**src/rtl/intlvl_pkg.sv**
```systemverilog
package intlvl_pkg;

    localparam int NUM_SRC  = 13;
    localparam int LVL_W    = 4;
    localparam int DATA_W   = 16;
    localparam int ADDR_W   = 6;
    localparam int BITPOS_W = $clog2(DATA_W);

    localparam logic [LVL_W-1:0]  IDLE_LVL   = '1;
    localparam logic [DATA_W-1:0] VERSION_ID = 16'h0010;

    localparam logic [ADDR_W-1:0] OFF_ENABLE  = 6'h00;
    localparam logic [ADDR_W-1:0] OFF_POWER   = 6'h30;
    localparam logic [ADDR_W-1:0] OFF_VERSION = 6'h32;
    localparam logic [ADDR_W-1:0] OFF_GPO     = 6'h36;

    typedef logic [BITPOS_W-1:0] bitpos_t;

    // Status-word position owned by the source of a given priority level.
    function automatic bitpos_t src_bit(input int lvl);
        unique case (lvl)
            0:       return bitpos_t'(11);
            1:       return bitpos_t'(9);
            2:       return bitpos_t'(8);
            3:       return bitpos_t'(12);
            4:       return bitpos_t'(10);
            5:       return bitpos_t'(6);
            6:       return bitpos_t'(5);
            7:       return bitpos_t'(4);
            8:       return bitpos_t'(7);
            9:       return bitpos_t'(14);
            10:      return bitpos_t'(13);
            11:      return bitpos_t'(0);
            default: return bitpos_t'(15);
        endcase
    endfunction

endpackage

```
**src/rtl/intlvl_map.sv**
```systemverilog
module intlvl_map
    import intlvl_pkg::*;
(
    input  logic [NUM_SRC-1:0] src_i,
    output logic [DATA_W-1:0]  status_o
);

    // The status word follows the input levels directly; unmapped bits stay 0.
    always_comb begin
        status_o = '0;
        for (int k = 0; k < NUM_SRC; k++) begin
            status_o[src_bit(k)] = src_i[k];
        end
    end

endmodule

```
**src/rtl/intlvl_pick.sv**
```systemverilog
module intlvl_pick
    import intlvl_pkg::*;
(
    input  logic              clk,
    input  logic              rst_n,
    input  logic [DATA_W-1:0] status_i,
    input  logic [DATA_W-1:0] enable_i,
    output logic [LVL_W-1:0]  lvl_n_o
);

    logic [DATA_W-1:0] qual;
    logic [LVL_W-1:0]  best;
    logic [LVL_W-1:0]  lvl_n_q;

    assign qual = status_i & enable_i;

    // Walk from the weakest level toward level 0 so the lowest qualifier wins.
    always_comb begin
        best = IDLE_LVL;
        for (int l = NUM_SRC - 1; l >= 0; l--) begin
            if (qual[src_bit(l)]) begin
                best = LVL_W'(l);
            end
        end
    end

    always_ff @(posedge clk or negedge rst_n) begin
        if (!rst_n) begin
            lvl_n_q <= '0;
        end else begin
            lvl_n_q <= best ^ IDLE_LVL;
        end
    end

    assign lvl_n_o = lvl_n_q;

    assert_idle_zero_R3: assert property (@(posedge clk) disable iff (!rst_n)
        (qual == '0) |=> (lvl_n_o == '0));

    assert_top_wins_R2: assert property (@(posedge clk) disable iff (!rst_n)
        qual[src_bit(0)] |=> (lvl_n_o == IDLE_LVL));

endmodule

```
**src/rtl/intlvl_regs.sv**
```systemverilog
module intlvl_regs
    import intlvl_pkg::*;
(
    input  logic              clk,
    input  logic              rst_n,
    input  logic              sel_i,
    input  logic              wr_i,
    input  logic [ADDR_W-1:0] addr_i,
    input  logic [DATA_W-1:0] wdata_i,
    output logic [DATA_W-1:0] rdata_o,
    output logic [DATA_W-1:0] enable_o,
    output logic [DATA_W-1:0] gpo_o,
    output logic              shutdown_o
);

    logic [DATA_W-1:0] enable_q;
    logic [DATA_W-1:0] gpo_q;
    logic              shut_q;
    logic              wr_en;
    logic              rd_en;

    assign wr_en = sel_i & wr_i;
    assign rd_en = sel_i & ~wr_i;

    always_ff @(posedge clk or negedge rst_n) begin
        if (!rst_n) begin
            enable_q <= '0;
            gpo_q    <= '0;
            shut_q   <= 1'b0;
        end else begin
            shut_q <= wr_en && (addr_i == OFF_POWER) && wdata_i[0];
            if (wr_en && addr_i == OFF_ENABLE) enable_q <= wdata_i;
            if (wr_en && addr_i == OFF_GPO)    gpo_q    <= wdata_i;
        end
    end

    always_comb begin
        rdata_o = '0;
        if (rd_en) begin
            unique case (addr_i)
                OFF_ENABLE:  rdata_o = enable_q;
                OFF_GPO:     rdata_o = gpo_q;
                OFF_VERSION: rdata_o = VERSION_ID;
                default:     rdata_o = '0;
            endcase
        end
    end

    assign enable_o   = enable_q;
    assign gpo_o      = gpo_q;
    assign shutdown_o = shut_q;

    assert_enable_hold_R5: assert property (@(posedge clk) disable iff (!rst_n)
        !(wr_en && addr_i == OFF_ENABLE) |=> $stable(enable_o));

    assert_gpo_hold_R6: assert property (@(posedge clk) disable iff (!rst_n)
        !(wr_en && addr_i == OFF_GPO) |=> $stable(gpo_o));

    assert_strobe_cause_R7: assert property (@(posedge clk) disable iff (!rst_n)
        shutdown_o |-> $past(sel_i && wr_i && addr_i == OFF_POWER && wdata_i[0]));

    assert_version_const_R8: assert property (@(posedge clk) disable iff (!rst_n)
        (rd_en && addr_i == OFF_VERSION) |-> (rdata_o == VERSION_ID));

endmodule

```
**src/rtl/brd_intlvl_ctrl.sv**
```systemverilog
module brd_intlvl_ctrl
    import intlvl_pkg::*;
(
    input  logic               clk,
    input  logic               rst_n,
    input  logic [NUM_SRC-1:0] irq_src_i,
    input  logic               bus_sel_i,
    input  logic               bus_wr_i,
    input  logic [ADDR_W-1:0]  bus_addr_i,
    input  logic [DATA_W-1:0]  bus_wdata_i,
    output logic [DATA_W-1:0]  bus_rdata_o,
    output logic [LVL_W-1:0]   lvl_n_o,
    output logic [DATA_W-1:0]  gpo_o,
    output logic               shutdown_req_o
);

    logic [DATA_W-1:0] status_w;
    logic [DATA_W-1:0] enable_w;

    intlvl_map map_i (
        .src_i    (irq_src_i),
        .status_o (status_w)
    );

    intlvl_regs regs_i (
        .clk        (clk),
        .rst_n      (rst_n),
        .sel_i      (bus_sel_i),
        .wr_i       (bus_wr_i),
        .addr_i     (bus_addr_i),
        .wdata_i    (bus_wdata_i),
        .rdata_o    (bus_rdata_o),
        .enable_o   (enable_w),
        .gpo_o      (gpo_o),
        .shutdown_o (shutdown_req_o)
    );

    intlvl_pick pick_i (
        .clk      (clk),
        .rst_n    (rst_n),
        .status_i (status_w),
        .enable_i (enable_w),
        .lvl_n_o  (lvl_n_o)
    );

    assert_no_strobe_on_read_R7: assert property (@(posedge clk) disable iff (!rst_n)
        !(bus_sel_i && bus_wr_i) |=> !shutdown_req_o);

endmodule

```
**config.mk**
```make
export PLATFORM = sky130hd
export DESIGN_NAME = brd_intlvl_ctrl
export DESIGN_NICKNAME = d
export VERILOG_FILES = /design/src/rtl/intlvl_pkg.sv /design/src/rtl/intlvl_map.sv /design/src/rtl/intlvl_pick.sv /design/src/rtl/intlvl_regs.sv /design/src/rtl/brd_intlvl_ctrl.sv
export SDC_FILE = /design/constraint.sdc
export NUM_CORES = 1
export LEC_CHECK = 0
export BUFFER_PORTS_ARGS = -buffer_cell sky130_fd_sc_hd__buf_2
export CAP_MARGIN = 20
export CORE_UTILIZATION = 51
export DETAILED_ROUTE_END_ITERATION = 12
export PLACE_DENSITY = 0.83
export SLEW_MARGIN = 20
export SYNTH_ARGS = -nofsm -noshare
export SYNTH_HDL_FRONTEND = slang
export SYNTH_SLANG_ARGS = --single-unit
export TNS_END_PERCENT = 100
```
**constraint.sdc**
```tcl
create_clock -name clk -period 3.2 [get_ports clk]
set_input_delay 0.32 -clock clk [delete_from_list [all_inputs] [get_ports clk]]
set_output_delay 0.32 -clock clk [all_outputs]
set_load 0.01 [all_outputs]
```
==> results of run 1 <==
## worst register-to-register path: cells and delay by family (launching register included)
family	cells	cell delay, ns
AOI/OAI and AO/OA	4	0.71
DFF	1	0.44
## metrics by stage
step                util, %  std cells  power (mW)
floorplan                 -        153      0.6307
global placement      65.89        269      0.7099
detailed placement    65.89        269      0.7154
CTS                   67.40        277      0.9445
global route          67.52        277      0.9974
finish                67.52        277      0.9378
## registers in the layout, indices dropped and copies added (netlist names)
| register | count |
|---|---|
| regs_i.gpo_o | 16 |
| regs_i.enable_o | 16 |
| regs_i.shutdown_o | 1 |
| pick_i.lvl_n_o | 4 |
## power groups by stage
stage               clock, mW  combinational, mW  sequential (mW)
global route            0.266              0.182            0.550
detailed placement          0              0.163            0.552
finish                  0.233              0.162            0.543
floorplan                   0             0.0688            0.562
global placement            0              0.160            0.550
CTS                     0.238              0.163            0.543
## cells by family (layout without fill, tap and decap cells)
family	after synthesis	in the layout	synth area share [%]
simple gates	47	47	13.62
flops	37	37	50.65
mux	32	32	21.77
compound gates	30	30	11.84
buf+inv	7	85	2.121
## worst paths after layout
check | start | end | slack, ns
max | bus_addr_i[1] | bus_rdata_o[0] | 0.95
min | rst_n | regs_i.gpo_o[13] | 0.05
max reg2reg | regs_i.enable_o[14] | pick_i.lvl_n_o[1] | 1.94
min reg2reg | regs_i.enable_o[3] | regs_i.enable_o[3] | 0.52
max in group asynchronous | rst_n | regs_i.gpo_o[9] | 2.66
min in group clk | irq_src_i[1] | pick_i.lvl_n_o[0] | 0.20
## cell usage in the layout, fill, tap and decap left out
| cell | count |
|---|---|
| buf_2 | 75 |
| dfrtp_1 | 37 |
| mux2_2 | 22 |
| nand2_1 | 16 |
| a22oi_1 | 16 |
| nor2_1 | 16 |
| mux2_4 | 10 |
| clkbuf_4 | 5 |
| a21oi_1 | 4 |
| nand3_1 | 2 |
| a22o_1 | 2 |
| o21ai_0 | 2 |
| nand4_1 | 2 |
| and3_1 | 2 |
| clkinv_2 | 2 |
| and3b_1 | 1 |
| a41o_1 | 1 |
| o211ai_1 | 1 |
| a32oi_1 | 1 |
| a31o_2 | 1 |
| a311oi_1 | 1 |
| or4_4 | 1 |
| nor3_4 | 1 |
| and4bb_2 | 1 |
| and2_1 | 1 |
| nor2b_1 | 1 |
| o21ai_2 | 1 |
| inv_1 | 1 |
| nor3_1 | 1 |
| nand3_2 | 1 |
| nand3_4 | 1 |
| clkbuf_1 | 1 |
| buf_4 | 1 |
## metal layers
layer  GRT usage [%]  vias to the layer above  wire [microns]
met4           12.38                        0              93
met2           36.25                       46            2136
met5               0                        -               0
met1           29.26                      732            1691
met3           5.590                        8             175
li1                -                      719               -
## cell type report
class | count | area, sq um
Tap cell | 46 | 57.56
Inverter | 1 | 3.754
Sequential cell | 37 | 925.9
Clock buffer | 6 | 41.29
Fill cell | 263 | 1101
Timing Repair Buffer | 76 | 382.9
Clock inverter | 2 | 10.01
Multi-Input combinational cell | 109 | 867.1
==> flow_summary_export.csv, run 1 <==
group,metric,value,unit
detailed_routing,detail_route.vias_per_cell,5.433,
global_route,grt_usage,22.99,%
timing,maxSlewHeadroom,48.04,%
yosys,syn_inst,153,
global_route,grt_max_degree,38,
timing,fin_crit_sh,70.29,%
floorplanning,start_util,53.93,%
clock_network,cts_root_buf,"clkbuf_4",
yosys,ys.flop_type,"dfrtp_1",
setup_path,crit_top_cell,"buf_2",
global_route,grt-ovfl-total,0,
finish,design_area,0.002288,sq mm
hold_path,hold_path.class,"in2async",
setup_path,cp_cell_sequence,"buf_2 > or4_4 > nor3_4 > buf_4 > o21ai_2 > nor2_1 > buf_2",
timing,timing.final.ws_setup,0.9507,ns
finish,antenna_cells,0,
setup_path,end_kind,"output port",
timing,fin_skew,0.006547,ns
place,portBuffers,75,
flow_run,cap_violations,0,
power,clockPowerShare,24.8,%
detailed_routing,routed_wl,4096,microns
clock_network,numCtsBuffers,5,
place,dp_hpwl,3057,microns
yosys,synth_largest_area_cell,"dfrtp_1",
finish,area_delta_synth_final,25.19,%
detailed_routing,drt_iter0_markers,96,
floorplanning,die_width,61.87,microns
global_route,antenna_found_initial,0,
timing,timing.fmax,0.4446,GHz
power,p_int,682.1,uW
floorplanning,die_y,61.87,microns
clock_network,cts.sinks,37,
finish,drive_gt1_share,52.81,%
floorplanning,pin_count,76,
status,status,"complete, no violations",
yosys,synth_edf_count,0,
global_route,grt_pass1_wl,6154,microns
clock_network,insertion_delay,0.34,ns
power,switchingPower,255.7,uW
power,comb_power_share,17.2,%
detailed_routing,first_pass_iters,4,
yosys,syn_avg_cell_area,11.95,sq um
setup_path,cp_max_fo,18,
clock_network,clockBufferDepth,2,
clock_network,path_clk_slew,0.11,ns
timing,tightestPinTransition,0.7794,ns
setup_path,required,2.88,ns
detailed_routing,detail-route-antenna-nets,0,
power,seq_power_share,57.9,%
global_route,grt_pass1_vias,1328,
setup_path,rr_worst_depth,4,
clock_network,ctsHoldBuffers,0,
timing,whs,0.04920,ns
yosys,synth_area,0.001828,sq mm
yosys,synth_top_area_share,50.65,%
yosys,synth_area_leaders,"dfrtp_1 (51%), mux2_2 (14%), mux2_4 (8.2%)",
yosys,syn-num-nets,192,
clock_network,cts_tree,"done",
clock_network,htreeDepth,2,
power,p_per_area,409.8,mW/mm^2
yosys,async_flop_share,100.0,%
timing,rsz0062_at_grt,"no",
setup_path,critPathKind,"in2out",
yosys,ys_seq_area_share,50.65,%
power,max-vdd-ir-drop,322.6,uV
place,place_congestion,0.7906,
floorplanning,dieArea,0.003828,sq mm
setup_path,cp.buffers_inverters,3,
yosys,ys_warn_count,0,
floorplanning,rows,21,
finish,final_nets,269,
place,dp_slack,0.7132,ns
detailed_routing,vias,1505,
power,power.leakage,1.243,nW
clock_network,cts_resized,0,
setup_path,worstSetupStartpointType,"input pin",
setup_path,max_stage_delay,0.52,ns
timing,slew_viol_final,0,
yosys,yosysMostFrequentCell,"dfrtp_1",
timing,final-hold-violation-count,0,
timing,setup_viol,0,
place,dpl_cell_area,0.002233,sq mm
clock_network,post_cts_buffers,0,
floorplanning,coreArea,0.003390,sq mm
yosys,ys_seq_elements,37,
power,swShare,27.27,%
setup_path,critPathArrivalTime,1.93,ns
setup_path,crit_path_top_delay_cell,"or4_4",
detailed_routing,drc,0,
yosys,ys_types,31,
setup_path,critPathTopFamily,"simple AND/OR/NAND/NOR gates",
timing,tns,0,ns
setup_path,cp.depth,7,
timing,fin_crit,2.249,ns
detailed_routing,avgRoutedWirePerCell,14.79,microns
yosys,synthTopCellsByCount,"dfrtp_1 (37), mux2_2 (22), a22oi_1 (16), nand2_1 (16), nor2_1 (16)",
Note: power is estimated with default switching activity, not from simulation.
==> run 2, diff against run 1 <==
--- a/config.mk
+++ b/config.mk
@@ -7,9 +7,9 @@
 export LEC_CHECK = 0
 export BUFFER_PORTS_ARGS = -buffer_cell sky130_fd_sc_hd__buf_2
 export CAP_MARGIN = 20
-export CORE_UTILIZATION = 51
+export CORE_UTILIZATION = 47
 export DETAILED_ROUTE_END_ITERATION = 12
-export PLACE_DENSITY = 0.83
+export PLACE_DENSITY = 0.78
 export SLEW_MARGIN = 20
 export SYNTH_ARGS = -nofsm -noshare
 export SYNTH_HDL_FRONTEND = slang
==> constraint.sdc (replaced) <==
create_clock -name clk -period 2.2 [get_ports clk]
set_input_delay 0.22 -clock clk [delete_from_list [all_inputs] [get_ports clk]]
set_output_delay 0.22 -clock clk [all_outputs]
set_load 0.01 [all_outputs]
==> run 2 against run 1 <==
- clock-buffer cell count did not move
- register-to-register slack got worse by 0.98 ns
- critical path depth did not move
- clock skew barely moved
- critical endpoint is now bus_rdata_o[12]
- power rose by 58%
- setup slack got worse by 0.63 ns
- first-iteration DRC count fell by 6.3%
- global-route usage fell by 0.91 points
- sequential share of layout area fell by 0.99 points
- critical path type unchanged
- final cell count rose by 1.4%
- clock power rose by 94%
==> flow_summary_export.csv, run 2 (synthesis results as in run 1) <==
group,metric,value,unit
setup_path,max_stage_delay,0.54,ns
place,dp_hpwl,3117,microns
flow_run,cap_violations,0,
hold_path,hold_path.class,"in2async",
timing,timing.fmax,0.5321,GHz
setup_path,critPathKind,"in2out",
finish,antenna_cells,0,
setup_path,crit_path_start,"bus_addr_i[0]",
setup_path,crit_top_cell,"buf_2",
setup_path,crit_path_top_delay_cell,"or4_4",
finish,area_delta_synth_final,28.34,%
setup_path,critPathTopFamily,"simple AND/OR/NAND/NOR gates",
setup_path,cp.depth,7,
global_route,grt-ovfl-total,0,
finish,num-fill-cells,309,
detailed_routing,routed_wl,4129,microns
global_route,grt_pass1_wl,6886,microns
setup_path,end_kind,"output port",
setup_path,cp_max_fo,16,
floorplanning,coreArea,0.003689,sq mm
timing,timing.final.ws_setup,0.3207,ns
clock_network,ctsHoldBuffers,0,
finish,final_nets,271,
setup_path,cp.buffers_inverters,3,
power,power.leakage,1.268,nW
setup_path,r2r-start,"regs_i.enable_o[14]",
setup_path,cp_cell_sequence,"buf_2 > or4_4 > nor3_4 > o21ai_1 > buf_4 > nor2_1 > buf_2",
clock_network,insertion_delay,0.29,ns
detailed_routing,drt_iter0_markers,90,
setup_path,critPathCapture,"bus_rdata_o[12]",
setup_path,critPathArrivalTime,1.66,ns
detailed_routing,first_pass_iters,4,
global_route,grt_max_degree,38,
finish,final_common_cell,"buf_2",
setup_path,rrSetupSlack,0.96,ns
finish,drive_gt1_share,52.79,%
timing,final-hold-violation-count,0,
setup_path,required,1.98,ns
clock_network,path_clk_slew,0.07,ns
clock_network,htreeDepth,2,
power,p_per_area,630.1,mW/mm^2
finish,final_cell_mix,"buf_2 (75), dfrtp_1 (37), mux2_2 (22)",
detailed_routing,drc,0,
place,dp_slack,0.1697,ns
floorplanning,start_util,49.56,%
timing,slew_viol_final,0,
clock_network,post_cts_buffers,0,
setup_path,rr_worst_depth,4,
setup_path,reg2reg_to,"pick_i.lvl_n_o[1]",
detailed_routing,vias,1505,
clock_network,cts.sinks,37,
clock_network,cts_root_buf,"clkbuf_8",
floorplanning,die_y,64.37,microns
floorplanning,pin_count,76,
clock_network,cts_resized,0,
clock_network,cts_tree,"done",
timing,fin_crit,1.879,ns
floorplanning,rows,22,
power,max-vdd-ir-drop,449.9,uV
detailed_routing,detail_route.vias_per_cell,5.356,
clock_network,numCtsBuffers,5,
timing,setup_viol,0,
setup_path,worstSetupStartpointType,"input pin",
global_route,grt_usage,22.08,%
global_route,grt_pass1_vias,1504,
place,portBuffers,75,
floorplanning,dieArea,0.004143,sq mm
detailed_routing,avgRoutedWirePerCell,14.69,microns
place,place_congestion,0.8171,
floorplanning,die_width,64.37,microns
timing,rsz0062_at_grt,"no",
timing,tns,0,ns
timing,fin_crit_sh,85.42,%
clock_network,clockBufferDepth,2,
timing,fin_skew,0.006988,ns
timing,tightestPinTransition,0.8158,ns
global_route,antenna_found_initial,0,
status,status,"complete, no violations",
timing,maxSlewHeadroom,45.61,%
detailed_routing,detail-route-antenna-nets,0,
run 2: cell types whose count changed in the layout (fill, tap and decap cells not counted):
cell and delta:
buf_4 +1, o21ai_1 +1, buf_12 +1, clkbuf_4 -5, clkbuf_8 +5, o21ai_2 -1
run 2: worst min-delay path by stage:
stage	startpoint	to	cells after the start	slack, ns
finish	rst_n	regs_i.gpo_o[10]	1	0.02
global placement	rst_n	regs_i.gpo_o[10]	1	0.35
global route	rst_n	regs_i.gpo_o[10]	1	0.09
floorplan	rst_n	pick_i.lvl_n_o[0]	0	-0.08
detailed placement	rst_n	regs_i.gpo_o[10]	1	0.35
CTS	rst_n	regs_i.gpo_o[10]	1	0.04
run 2: metrics by stage:
| step | power (mW) | instances | util, % | cell area [sq um] | hold WS, ns |
|---|---|---|---|---|---|
| global placement | 1.034 | 273 | 61.36 | 2263 | 0.3508 |
| CTS | 1.490 | 281 | 63.60 | 2346 | 0.04459 |
| finish | 1.478 | 281 | 63.60 | 2346 | 0.01991 |
| global route | 1.559 | 281 | 63.60 | 2346 | 0.09001 |
| detailed placement | 1.042 | 273 | 61.36 | 2263 | 0.3540 |
| floorplan | 0.9174 | 153 | - | 1828 | -0.07559 |
run 2: power breakdown:
| part | internal, mW | switching [mW] | total (mW) |
|---|---|---|---|
| Clock | 0.219 | 0.232 | 0.451 |
| Combinational | 0.125 | 0.111 | 0.236 |
| Sequential | 0.747 | 0.0439 | 0.790 |
run 2: final cells by class:
class	instances	area (sq um)	share of cell area (%)
multi-input cells	109	863.3	36.80
clock inverters	2	10.01	0.4267
repair buffers	78	410.4	17.49
inverters	1	3.754	0.1600
clock buffers	6	72.57	3.093
well taps	48	60.06	2.560
flip-flops and latches	37	925.9	39.47
run 2: per-layer routing:
layer	part of all wire, %	track usage, %	vias up
met4	1.2	7.778	0
met2	51	36.05	41
met3	4.5	6.429	6
met5	0	0	-
li1	-	-	722
met1	43	27.71	736
